**src/rtl/rxs_pkg.sv**
```systemverilog
package rxs_pkg;
  typedef enum logic [1:0] {
    RA_DATA = 2'd0,
    RA_STAT = 2'd1,
    RA_CTRL = 2'd2,
    RA_DIV  = 2'd3
  } reg_addr_e;

  localparam int STAT_FULL = 0;
  localparam int STAT_OVR  = 1;
  localparam int STAT_BUSY = 2;
  localparam int CTRL_EN   = 0;
  localparam int CTRL_HALT = 1;
endpackage

```
**src/rtl/rxs_rst_sync.sv**
```systemverilog
module rxs_rst_sync #(
  parameter int STAGES = 2
) (
  input  logic clk,
  input  logic rst_n,
  output logic rst_sync_n
);
  logic [STAGES-1:0] chain_q;

  always_ff @(posedge clk or negedge rst_n) begin
    if (!rst_n) chain_q <= '0;
    else        chain_q <= {chain_q[STAGES-2:0], 1'b1};
  end

  assign rst_sync_n = chain_q[STAGES-1];
endmodule

```
**src/rtl/rxs_clkgen.sv**
```systemverilog
module rxs_clkgen #(
  parameter int DIV_W = 8
) (
  input  logic             clk,
  input  logic             rst_n,
  input  logic             run,
  input  logic [DIV_W-1:0] div_val,
  output logic             sclk,
  output logic             rise
);
  logic [DIV_W-1:0] cnt_q, cnt_d, half_m1;
  logic             sclk_q, sclk_d;
  logic             wrap;

  // divider value 0 behaves as 1
  assign half_m1 = (div_val == '0) ? '0 : div_val - 1'b1;
  assign wrap    = (cnt_q == '0);

  always_comb begin
    cnt_d  = cnt_q;
    sclk_d = sclk_q;
    if (!run) begin
      cnt_d  = half_m1;
      sclk_d = 1'b1;
    end else if (wrap) begin
      cnt_d  = half_m1;
      sclk_d = ~sclk_q;
    end else begin
      cnt_d  = cnt_q - 1'b1;
    end
  end

  always_ff @(posedge clk or negedge rst_n) begin
    if (!rst_n) begin
      cnt_q  <= '0;
      sclk_q <= 1'b1;
    end else begin
      cnt_q  <= cnt_d;
      sclk_q <= sclk_d;
    end
  end

  assign sclk = sclk_q;
  assign rise = run & wrap & ~sclk_q;
endmodule

```
**src/rtl/rxs_shift.sv**
```systemverilog
module rxs_shift #(
  parameter int DATA_W = 8
) (
  input  logic              clk,
  input  logic              rst_n,
  input  logic              active,
  input  logic              smp,
  input  logic              sdi,
  output logic              done,
  output logic [DATA_W-1:0] word
);
  localparam int CNT_W = $clog2(DATA_W);
  localparam logic [CNT_W-1:0] LAST = CNT_W'(DATA_W - 1);

  logic [CNT_W-1:0]  cnt_q, cnt_d;
  logic [DATA_W-2:0] sh_q, sh_d;
  logic              sh_en;
  logic              at_last;

  assign at_last = (cnt_q == LAST);
  assign sh_en   = active & smp;

  always_comb begin
    cnt_d = cnt_q;
    sh_d  = sh_q;
    if (!active) begin
      cnt_d = '0;
    end else if (smp) begin
      cnt_d = at_last ? '0 : cnt_q + 1'b1;
      sh_d  = {sh_q[DATA_W-3:0], sdi};
    end
  end

  always_ff @(posedge clk or negedge rst_n) begin
    if (!rst_n) cnt_q <= '0;
    else        cnt_q <= cnt_d;
  end

  always_ff @(posedge clk or negedge rst_n) begin
    if (!rst_n)     sh_q <= '0;
    else if (sh_en) sh_q <= sh_d;
  end

  assign done = sh_en & at_last;
  assign word = {sh_q, sdi};
endmodule

```
**src/rtl/rxs_ctl.sv**
```systemverilog
module rxs_ctl
  import rxs_pkg::*;
#(
  parameter int DATA_W  = 8,
  parameter int DIV_W   = 8,
  parameter int BUS_W   = 8,
  parameter int DIV_RST = 2
) (
  input  logic              clk,
  input  logic              rst_n,
  input  logic              wr,
  input  logic              rd,
  input  logic [1:0]        addr,
  input  logic [BUS_W-1:0]  wdata,
  output logic [BUS_W-1:0]  rdata,
  input  logic              done,
  input  logic [DATA_W-1:0] word,
  output logic              busy,
  output logic [DIV_W-1:0]  div_val,
  output logic              full,
  output logic              ovr,
  output logic              halt,
  output logic [DATA_W-1:0] rx_data
);
  reg_addr_e         sel;
  logic              rd_dat, wr_stat, wr_ctrl, wr_div;
  logic              start, collide, ld_rx;
  logic [DATA_W-1:0] rx_q;
  logic              full_q, full_d, ovr_q, ovr_d, busy_q, busy_d;
  logic              en_q, en_d, halt_q, halt_d;
  logic [DIV_W-1:0]  div_q, div_d;

  assign sel     = reg_addr_e'(addr);
  assign rd_dat  = rd & (sel == RA_DATA);
  assign wr_stat = wr & (sel == RA_STAT);
  assign wr_ctrl = wr & (sel == RA_CTRL);
  assign wr_div  = wr & (sel == RA_DIV);

  assign start   = rd_dat & en_q & ~ovr_q & ~busy_q;
  assign collide = done & full_q & ~rd_dat;
  assign ld_rx   = done & ~collide;

  always_comb begin
    en_d   = en_q;
    halt_d = halt_q;
    div_d  = div_q;
    full_d = full_q;
    ovr_d  = ovr_q;
    busy_d = busy_q;
    if (wr_ctrl) begin
      en_d   = wdata[CTRL_EN];
      halt_d = wdata[CTRL_HALT];
    end
    if (wr_div) div_d = wdata[DIV_W-1:0];
    if (rd_dat) full_d = 1'b0;
    if (wr_stat && !wdata[STAT_OVR]) ovr_d = 1'b0;
    if (collide) ovr_d = 1'b1;
    if (ld_rx) full_d = 1'b1;
    if (start) busy_d = 1'b1;
    else if (done && (halt_q || !en_q || collide)) busy_d = 1'b0;
  end

  always_ff @(posedge clk or negedge rst_n) begin
    if (!rst_n) begin
      en_q   <= 1'b0;
      halt_q <= 1'b0;
      div_q  <= DIV_W'(DIV_RST);
      full_q <= 1'b0;
      ovr_q  <= 1'b0;
      busy_q <= 1'b0;
    end else begin
      en_q   <= en_d;
      halt_q <= halt_d;
      div_q  <= div_d;
      full_q <= full_d;
      ovr_q  <= ovr_d;
      busy_q <= busy_d;
    end
  end

  always_ff @(posedge clk or negedge rst_n) begin
    if (!rst_n)     rx_q <= '0;
    else if (ld_rx) rx_q <= word;
  end

  always_comb begin
    rdata = '0;
    unique case (sel)
      RA_DATA: rdata = BUS_W'(rx_q);
      RA_STAT: begin
        rdata[STAT_FULL] = full_q;
        rdata[STAT_OVR]  = ovr_q;
        rdata[STAT_BUSY] = busy_q;
      end
      RA_CTRL: begin
        rdata[CTRL_EN]   = en_q;
        rdata[CTRL_HALT] = halt_q;
      end
      RA_DIV:  rdata = BUS_W'(div_q);
      default: rdata = '0;
    endcase
  end

  assign busy    = busy_q;
  assign div_val = div_q;
  assign full    = full_q;
  assign ovr     = ovr_q;
  assign halt    = halt_q;
  assign rx_data = rx_q;
endmodule

```
**src/rtl/rxs_master_rx.sv**
```systemverilog
module rxs_master_rx #(
  parameter int DATA_W  = 8,
  parameter int DIV_W   = 8,
  parameter int BUS_W   = 8,
  parameter int DIV_RST = 2
) (
  input  logic             clk,
  input  logic             rst_n,
  input  logic             reg_wr,
  input  logic             reg_rd,
  input  logic [1:0]       reg_addr,
  input  logic [BUS_W-1:0] reg_wdata,
  output logic [BUS_W-1:0] reg_rdata,
  output logic             sclk_o,
  input  logic             sdi_i
);
  logic              rst_sync_n;
  logic              busy_w, rise_w, done_w, full_w, ovr_w, halt_w;
  logic [DIV_W-1:0]  div_w;
  logic [DATA_W-1:0] word_w, rx_w;

  rxs_rst_sync #(.STAGES(2)) u_rst (
    .clk        (clk),
    .rst_n      (rst_n),
    .rst_sync_n (rst_sync_n)
  );

  rxs_clkgen #(.DIV_W(DIV_W)) u_clk (
    .clk     (clk),
    .rst_n   (rst_sync_n),
    .run     (busy_w),
    .div_val (div_w),
    .sclk    (sclk_o),
    .rise    (rise_w)
  );

  rxs_shift #(.DATA_W(DATA_W)) u_shift (
    .clk    (clk),
    .rst_n  (rst_sync_n),
    .active (busy_w),
    .smp    (rise_w),
    .sdi    (sdi_i),
    .done   (done_w),
    .word   (word_w)
  );

  rxs_ctl #(
    .DATA_W  (DATA_W),
    .DIV_W   (DIV_W),
    .BUS_W   (BUS_W),
    .DIV_RST (DIV_RST)
  ) u_ctl (
    .clk     (clk),
    .rst_n   (rst_sync_n),
    .wr      (reg_wr),
    .rd      (reg_rd),
    .addr    (reg_addr),
    .wdata   (reg_wdata),
    .rdata   (reg_rdata),
    .done    (done_w),
    .word    (word_w),
    .busy    (busy_w),
    .div_val (div_w),
    .full    (full_w),
    .ovr     (ovr_w),
    .halt    (halt_w),
    .rx_data (rx_w)
  );
endmodule

```
**config.mk**
```make
export PLATFORM = sky130hd
export DESIGN_NAME = rxs_master_rx
export DESIGN_NICKNAME = d
export VERILOG_FILES = /design/src/rtl/rxs_pkg.sv /design/src/rtl/rxs_rst_sync.sv /design/src/rtl/rxs_clkgen.sv /design/src/rtl/rxs_shift.sv /design/src/rtl/rxs_ctl.sv /design/src/rtl/rxs_master_rx.sv
export SDC_FILE = /design/constraint.sdc
export NUM_CORES = 1
export LEC_CHECK = 0
export ABC_AREA = 1
export BUFFER_PORTS_ARGS = -buffer_cell sky130_fd_sc_hd__buf_2
export CELL_PAD_IN_SITES_DETAIL_PLACEMENT = 0
export CELL_PAD_IN_SITES_GLOBAL_PLACEMENT = 2
export CORE_UTILIZATION = 35
export CTS_BUF_LIST = sky130_fd_sc_hd__clkbuf_16
export DETAILED_ROUTE_END_ITERATION = 12
export PLACE_DENSITY = 0.79
export SLEW_MARGIN = 5
export SYNTH_ARGS = -nofsm -noshare
export SYNTH_HDL_FRONTEND = slang
export SYNTH_SLANG_ARGS = --single-unit
```
**constraint.sdc**
```tcl
create_clock -name clk -period 1.9 [get_ports clk]
set_clock_uncertainty 0.2 [all_clocks]
set_input_delay 0.19 -clock clk [delete_from_list [all_inputs] [get_ports clk]]
set_output_delay 0.19 -clock clk [all_outputs]
set_load 0.005 [all_outputs]
```
==> results of run 1 <==
[layer usage]
layer | up-vias | track usage, % | part of all wire, %
met4 | 0 | 4.23 | 1.3
met3 | 7 | 3.38 | 1.9
met2 | 9 | 27.5 | 52
met1 | 772 | 17.8 | 44
met5 | - | 0 | 0
li1 | 930 | - | -
[cells in the final DEF (no fill, tap or decap), drive strengths merged]
master       instances
or2                  1
dfrtp               40
nand2               54
o21ai               16
clkinv               1
dlygate4sd3          9
clkbuf               5
xnor2                2
a32oi                2
buf                 26
o22ai                6
a31o                 1
dfstp                2
a21oi               18
o21bai               9
nor2                27
conb                 1
inv                 41
ha                  12
bufinv               2
nand4                3
nand3               19
xor2                 8
[power breakdown]
group | total [mW] | switching [mW] | leakage [nW] | internal (mW)
Clock | 1.08 | 0.328 | 0.0915 | 0.748
Combinational | 0.667 | 0.381 | 0.814 | 0.286
Sequential | 1.20 | 0.154 | 0.473 | 1.05
Total | 2.94 | 0.863 | 1.38 | 2.08
[per-stage QoR]
| stage | area (µm²) | util [%] |
|---|---|---|
| after floorplan | 2300 | - |
| after global routing | 2780 | 43.8 |
| after CTS | 2780 | 43.8 |
| after global placement | 2500 | 39.4 |
| final | 2780 | 43.8 |
| after detailed placement | 2500 | 39.4 |
[state kept, by name, summed over array words and instances, names as in the netlist]
name	count
u_ctl.rx_data	8
u_shift.sh_q	7
u_ctl.full	1
u_ctl.halt	1
u_clk.cnt_q	8
u_rst.chain_q	2
u_ctl.ovr	1
u_ctl.busy	1
u_shift.cnt_q	3
u_ctl.en_q	1
u_ctl.div_val	8
u_clk.sclk	1
[cells by family (layout without fill, tap and decap cells)]
group	Yosys count	after routing	share of synthesized area (%)
AND/OR/NAND/NOR	104	104	21.6
AO/OA/AOI/OAI	52	52	14.1
buffers and inverters	46	84	8.01
flip-flops	42	42	45.9
adder cells (fa/ha/maj)	12	12	6.54
XOR/XNOR	10	10	3.81
other	1	1	0.163
[final timing paths]
path / startpoint / endpoint / slack, ns / cells after the start
min: rst_n / u_rst.chain_q[1] / 0.02 / 2
min in group clk: reg_wdata[2] / u_ctl.div_val[2] / 0.03 / 3
min reg2reg: u_rst.chain_q[1] / u_shift.cnt_q[2] / 0.10 / 1
max: u_clk.cnt_q[0] / u_clk.sclk / 0.17 / 7
max in group asynchronous: u_rst.chain_q[1] / u_ctl.busy / 1.02 / 1
max reg2reg: u_clk.cnt_q[0] / u_clk.sclk / 0.17 / 7
[cells in the mapped netlist, types with 2 or more instances]
master,number,share of area [%]
o21ai_1,11,2.4
nand4_1,2,0.54
o22ai_1,5,1.4
xor2_1,8,3.1
inv_1,34,5.6
o21ai_0,3,0.65
inv_2,7,1.1
xnor2_1,2,0.76
nand2_1,52,8.5
a21oi_1,16,3.5
ha_1,12,6.5
buf_2,3,0.65
nand3_1,17,3.7
a32oi_1,2,0.76
nor2_4,2,0.98
o21bai_1,9,2.9
dfrtp_1,40,44
nor2_1,23,3.8
nand2_2,2,0.54
dfstp_2,2,2.3
o21ai_2,2,0.76
a21oi_2,2,0.76
[critical path: cells and delay by family, from the launching register on]
kind | cells | cell delay [ns]
DFF | 1 | 0.37
and+or+nand+nor | 4 | 0.71
buffers and inverters | 1 | 0.09
AOI/OAI and AO/OA | 1 | 0.12
adders and majority gates | 1 | 0.17
[cell type report]
class	instances	area [µm²]	share of cell area (%)
clock buffers	5	125	4.50
clock inverters	3	63.8	2.29
inverters	41	154	5.53
multi-input cells	179	1060	38.1
flip-flops and latches	42	1050	37.9
well taps	77	96.3	3.46
repair buffers	35	228	8.19
[repair_timing]
item / 4_1_cts / 5_1_grt
hold buffers: 9 / 0
setup endpoints to repair: 1 / 0
resized for setup: 1 / 0
endpoints found under the hold margin: 12 / 0
==> results.json, run 1 <==
{
  "synth_flop_cell": "dfrtp_1",
  "finalPower_mw": 2.94,
  "avgSynthCellArea_um2": 8.60,
  "path_class": "flip-flop to flip-flop",
  "post_cts_buffers": 0,
  "cts.sink_count": 42,
  "ys_ff_latch": 42,
  "fp-row-count": 29,
  "die_x_um": 83.0,
  "synth_edf_count": 0,
  "leakagePower_nw": 1.38,
  "setup_slack_ns": 0.172,
  "place_worst_setup_slack_ns": 0.155,
  "nFillCells": 650,
  "antenna_cells": 0,
  "power-per-cell-area_mw_per_mm2": 1060,
  "yosysSeqAreaShare_pct": 45.9,
  "synth_area_mm2": 0.00230,
  "dpl.cell_count": 365,
  "setup_viol": 0,
  "final_cells": 382,
  "finalCriticalPeriod_ns": 1.73,
  "dr.pass1.iters": 4,
  "design.core.area_mm2": 0.00635,
  "cp_max_fo": 18,
  "crit_required_ns": 1.91,
  "cts_root_buf": "clkbuf_16",
  "clock_path_buffers": 2,
  "h-tree-depth": 2,
  "synthCells": 267,
  "grt_max_degree": 41,
  "grt.total_usage_pct": 15.1,
  "finalHoldViolations": 0,
  "detail_route.wirelength_mm": 4.61,
  "fin_setup_tns_ns": 0,
  "async_flop_share_pct": 100,
  "synth_warnings": 0,
  "whs_ns": 0.0198,
  "insertion_delay_ns": 0.28,
  "path_clk_slew_ns": 0.06,
  "drive_gt1_share_pct": 19.0,
  "die_area_mm2": 0.00689,
  "antenna_found_initial": 0,
  "grt.overflow.total": 0,
  "cts_made_buffers": 5,
  "route.vias.total": 1718,
  "critPathMaxStageDelay_ns": 0.37,
  "antenna_left": 0,
  "final_max_slew_viol_count": 0,
  "period_share_pct": 91.0,
  "drc": 0,
  "placement.io_buffers": 23,
  "end_kind": "flip-flop",
  "grt_pass1_wl_mm": 8.29,
  "synth_nets": 294,
  "grt_pass1_vias": 1799,
  "relSlewSlack_pct": 65.9,
  "die_y_um": 83.0,
  "slowest_stage": "dfrtp_1",
  "ios": 24,
  "hpwl_mm": 3.59,
  "drtIter0Drc": 79,
  "drv_cap": 0,
  "area_delta_synth_final_pct": 21.1,
  "ir_worst_vdd_mv": 0.530,
  "rsz0062_at_grt": "no",
  "status": "complete, no violations",
  "via_per_inst": 4.50,
  "ys_types": 33,
  "fmax_mhz": 579,
  "start_kind": "flip-flop",
  "worstMarginPinSlew_ns": 0.511,
  "crit_chain": "inv_1 -> ha_1 -> nand2_2 -> nor2_8 -> nand3_4 -> nand2_1 -> o21bai_1",
  "cts_tree": "built",
  "gp_congestion": 0.699,
  "initial_core_util_pct": 36.2,
  "routedWlPerCell_um": 12.1,
  "finalNetCount": 331,
  "hp-class": "primary input to asynchronous set/reset pin",
  "arrival_ns": 1.74
}
No activity file was read; power rests on OpenSTA's default activity.
==> inputs of run 2 (changes only) <==
CORE_ASPECT_RATIO = 1.4   (was default)
clock period = 1.73 ns   (was 1.9 ns; I/O delays follow)
==> results.json, run 2 (synthesis gave the netlist of run 1 again) <==
{
  "status": "complete, but fails checks",
  "violations": "DRC, hold timing",
  "crit_family": "simple AND/OR/NAND/NOR gates",
  "r2r_cells": 7,
  "crit_required_ns": 1.69,
  "grt.total_usage_pct": 16.2,
  "cp_max_fo": 18,
  "gp_congestion": 0.728,
  "antenna_found_initial": 0,
  "die_area_mm2": 0.00690,
  "cts_tree": "built",
  "cts_made_buffers": 5,
  "crit_chain": "inv_2 -> ha_4 -> nand2_4 -> nor2_8 -> nand3_4 -> nor2_1 -> a21oi_2",
  "layout_commonest_cell": "nand2_1",
  "reg2reg_slack_ns": 0.06,
  "placement.io_buffers": 23,
  "nFillCells": 661,
  "drive_gt1_share_pct": 25.6,
  "period_share_pct": 96.6,
  "finalHoldViolations": 9,
  "finish.utilization_pct": 46.5,
  "grt_pass1_vias": 1922,
  "area_delta_synth_final_pct": 27.4,
  "hpwl_mm": 3.83,
  "grt_pass1_wl_mm": 8.76,
  "whs_ns": -0.0102,
  "insertion_delay_ns": 0.28,
  "path_class": "flip-flop to flip-flop",
  "hp-class": "flip-flop to asynchronous set/reset pin",
  "r2r-end": "u_shift.sh_q[5]",
  "dr.pass1.iters": 10,
  "setup_viol": 0,
  "fmax_mhz": 598,
  "placed_area_mm2": 0.00255,
  "drtIter0Drc": 50,
  "antenna_left": 0,
  "cts.sink_count": 42,
  "initial_core_util_pct": 36.5,
  "start_kind": "flip-flop",
  "cts_root_buf": "clkbuf_16",
  "h-tree-depth": 2,
  "ir_worst_vdd_mv": 0.463,
  "routedWlPerCell_um": 12.9,
  "drc": 2,
  "rsz0062_at_grt": "yes",
  "grt.overflow.total": 0,
  "postLayoutCellArea_mm2": 0.00293,
  "clock_path_buffers": 2,
  "antenna_cells": 0,
  "via_per_inst": 4.63,
  "end_kind": "flip-flop",
  "design.core.area_mm2": 0.00630,
  "fp-row-count": 34,
  "grt_max_degree": 26,
  "drv_cap": 0,
  "final_max_slew_viol_count": 0,
  "die_x_um": 70.5,
  "route.vias.total": 1816,
  "finalPower_mw": 3.13,
  "detail_route.wirelength_mm": 5.04,
  "finalNetCount": 346,
  "slowest_stage": "dfrtp_1",
  "path_clk_slew_ns": 0.06,
  "arrival_ns": 1.63,
  "critPathMaxStageDelay_ns": 0.39,
  "leakagePower_nw": 1.45,
  "critPathBufInv": 1,
  "finalCriticalPeriod_ns": 1.67,
  "power-per-cell-area_mw_per_mm2": 1070,
  "final_cell_mix": "nand2_1 (51), dfrtp_1 (37), inv_1 (33), buf_2 (23), nor2_1 (19)",
  "die_y_um": 97.9,
  "ios": 24,
  "r2r-start": "u_clk.cnt_q[0]"
}
run 2: how the worst max path moves through the flow:
| stage | to | from | depth (start not counted) |
|---|---|---|---|
| 6_report | u_shift.sh_q[5] | u_clk.cnt_q[0] | 7 |
| 2_1_floorplan | u_shift.sh_q[2] | u_clk.cnt_q[0] | 8 |
| 3_5_place_dp | u_clk.sclk | u_clk.cnt_q[0] | 7 |
| 3_3_place_gp | u_shift.cnt_q[0] | u_clk.cnt_q[0] | 7 |
| 4_1_cts | u_clk.cnt_q[0] | u_clk.cnt_q[0] | 6 |
| 5_1_grt | u_ctl.rx_data[3] | u_clk.cnt_q[0] | 8 |
run 2: repair_timing:
| action | in CTS | in global routing |
|---|---|---|
| resized for setup | 2 | 16 |
| gates cloned | 0 | 1 |
| pin swaps | 0 | 10 |
| endpoints found under the hold margin | 14 | 0 |
| buffers inserted | 0 | 6 |
| hold buffers | 11 | 0 |
| setup endpoints to repair | 9 | 29 |
run 2: metal layers:
metal	routed length [µm]	global-route usage (%)	vias up
met4	78	5.65	0
met5	0	0	-
met3	109	3.10	6
li1	-	-	960
met1	1930	17.7	836
met2	2930	30.8	14
run 2: where the power goes:
group / internal, mW / switching, mW / total [mW]
clock: 0.521 / 0.350 / 0.871
combinational: 0.423 / 0.519 / 0.942
sequential: 1.15 / 0.161 / 1.31
run 2: worst register-to-register path, stage by stage, from the launching register on:
cell	delay (ns)
dfrtp_1	0.39
inv_2	0.09
ha_4	0.14
nand2_4	0.08
nor2_8	0.19
nand3_4	0.24
nor2_1	0.18
a21oi_2	0.04
run 2: metrics by stage:
| stage | instances | setup slack [ns] | TNS [ns] |
|---|---|---|---|
| 3_5_place_dp | 366 | -0.0128 | -0.0191 |
| 5_1_grt | 392 | -0.0469 | -0.405 |
| 6_report | 392 | 0.0580 | 0 |
| 3_3_place_gp | 366 | 0.0231 | 0 |
| 4_1_cts | 385 | 0.00270 | 0 |
| 2_1_floorplan | 267 | 0.171 | 0 |
run 2: cell type report:
| type | count | area [µm²] | area share [%] |
|---|---|---|---|
| clock buffers | 5 | 125 | 4.28 |
| well taps | 72 | 90.1 | 3.08 |
| multi-input cells | 180 | 1140 | 38.9 |
| flip-flops and latches | 42 | 1060 | 36.1 |
| inverters | 41 | 154 | 5.26 |
| clock inverters | 3 | 12.5 | 0.428 |
| repair buffers | 49 | 350 | 12.0 |
==> inputs of run 3 (changes only) <==
BUFFER_PORTS_ARGS = -buffer_cell sky130_fd_sc_hd__clkbuf_2   (was -buffer_cell sky130_fd_sc_hd__buf_2)
==> results.json, run 3 (synthesis gave the netlist of run 1 again) <==
{
  "relSlewSlack_pct": 65.0,
  "ios": 24,
  "route.vias.total": 1819,
  "finish.utilization_pct": 46.1,
  "drc": 2,
  "drive_gt1_share_pct": 24.5,
  "h-tree-depth": 2,
  "antenna_found_initial": 0,
  "wl_met3_um": 130,
  "finalHoldViolations": 0,
  "rsz0062_at_grt": "yes",
  "cts.sink_count": 42,
  "die_x_um": 70.5,
  "drtIter0Drc": 49,
  "crit_required_ns": 1.70,
  "met1_length_mm": 1.97,
  "fmax_mhz": 600,
  "clock_path_buffers": 2,
  "start_kind": "flip-flop",
  "fp-row-count": 34,
  "grt_max_degree": 41,
  "period_share_pct": 96.4,
  "highest_layer": "met4",
  "hpwl_mm": 3.78,
  "dr.pass1.iters": 10,
  "status": "complete, but fails checks",
  "leakagePower_nw": 1.44,
  "grt_pass1_wl_mm": 8.52,
  "regArea_mm2": 0.00105,
  "slowest_stage": "dfrtp_1",
  "routedWlPerCell_um": 13.0,
  "cp_max_fo": 18,
  "drv_cap": 0,
  "finalPower_mw": 3.28,
  "grt.overflow.total": 0,
  "final_max_slew_viol_count": 0,
  "finalNetCount": 345,
  "final_cells": 391,
  "worstMarginPinSlew_ns": 0.525,
  "insertion_delay_ns": 0.28,
  "design.core.area_mm2": 0.00630,
  "critPathMaxStageDelay_ns": 0.38,
  "end_kind": "flip-flop",
  "path_clk_slew_ns": 0.06,
  "initial_core_util_pct": 36.5,
  "cts_made_buffers": 5,
  "layout_commonest_cell": "nand2_1",
  "via_per_inst": 4.65,
  "nFillCells": 672,
  "grt.total_usage_pct": 15.7,
  "dpl.cell_count": 366,
  "hp-class": "primary input to asynchronous set/reset pin",
  "die_y_um": 97.9,
  "whs_ns": 0.00289,
  "cts_root_buf": "clkbuf_16",
  "setup_viol": 0,
  "crit_chain": "inv_2 -> ha_4 -> nand2_4 -> nor2_8 -> nand3_4 -> nor2_1 -> a21oi_2",
  "final_cell_mix": "nand2_1 (51), dfrtp_1 (39), inv_1 (33), clkbuf_2 (23), nor2_1 (20)",
  "gp_congestion": 0.732,
  "path_class": "flip-flop to flip-flop",
  "power-per-cell-area_mw_per_mm2": 1130,
  "detail_route.wirelength_mm": 5.09,
  "multiInputGateArea_mm2": 0.00111,
  "dr_wl_met2_mm": 2.93,
  "grt_pass1_vias": 1900,
  "fin_setup_tns_ns": 0,
  "finalCriticalPeriod_ns": 1.67,
  "antenna_cells": 0,
  "cts_tree": "built",
  "arrival_ns": 1.64,
  "antenna_left": 0,
  "die_area_mm2": 0.00690,
  "area_delta_synth_final_pct": 26.4,
  "violations": "DRC",
  "placement.io_buffers": 23,
  "ir_worst_vdd_mv": 0.485
}
-- run 3: changes by cell type in the layout (fill, tap and decap cells not counted), moves of 2 or more --
| cell | delta |
|---|---|
| buf_2 | -23 |
| dfrtp_1 | +2 |
| clkbuf_2 | +23 |
| dfrtp_2 | -2 |
| nand3_2 | -2 |
| nand3_1 | +2 |
-- run 3: report_power, final --
group / internal [mW] / leakage (nW) / switching [mW]
logic: 0.422 / 0.885 / 0.513
registers: 1.15 / 0.473 / 0.157
clock network: 0.670 / 0.0826 / 0.364
-- run 3: path summary, 6_finish.rpt --
kind | startpoint | to | slack [ns] | cells past startpoint
worst max-delay path | u_clk.cnt_q[1] | u_shift.sh_q[1] | 0.06 | 7
worst min-delay path | rst_n | u_rst.chain_q[0] | 0.003 | 2
worst max register to register | u_clk.cnt_q[1] | u_shift.sh_q[1] | 0.06 | 7
worst min register to register | u_rst.chain_q[1] | u_clk.cnt_q[0] | 0.11 | 1
max in group asynchronous | u_rst.chain_q[1] | u_ctl.busy | 0.84 | 1
min in group clk | reg_wr | u_ctl.halt | 0.03 | 3
-- run 3: worst max-delay path: cells and delay by family, from the launching register on --
kind | cells | cell delay [ns]
simple gates | 4 | 0.68
flops | 1 | 0.38
fa+ha+maj | 1 | 0.15
buf+inv | 1 | 0.09
compound gates | 1 | 0.04
-- run 3: layout make-up --
cell class | count | area share, %
well taps | 72 | 3.10
multi-input cells | 180 | 38.4
clock inverters | 3 | 1.29
clock buffers | 5 | 4.31
repair buffers | 48 | 11.3
flip-flops and latches | 42 | 36.3
inverters | 41 | 5.30
-- run 3: metal layers --
metal  GRT usage (%)  vias up
li1                -      961
met1            16.4      837
met2            31.0       16
met3            3.10        5
met4            4.24        0
met5               0        -
-- run 3: timing repair --
action,CTS,global route
cloned,0,1
pin swaps,2,5
resized for setup,1,12
setup endpoints to repair,13,28
endpoints found under the hold margin,14,0
hold buffers,10,0
setup buffers,1,5
-- run 3: stage by stage --
step	area (µm²)	setup WS, ns
finish	2900	0.0624
global route	2900	-0.0377
CTS	2810	0.00186
detailed placement	2540	-0.0276
global placement	2540	0.000965
floorplan	2300	0.171
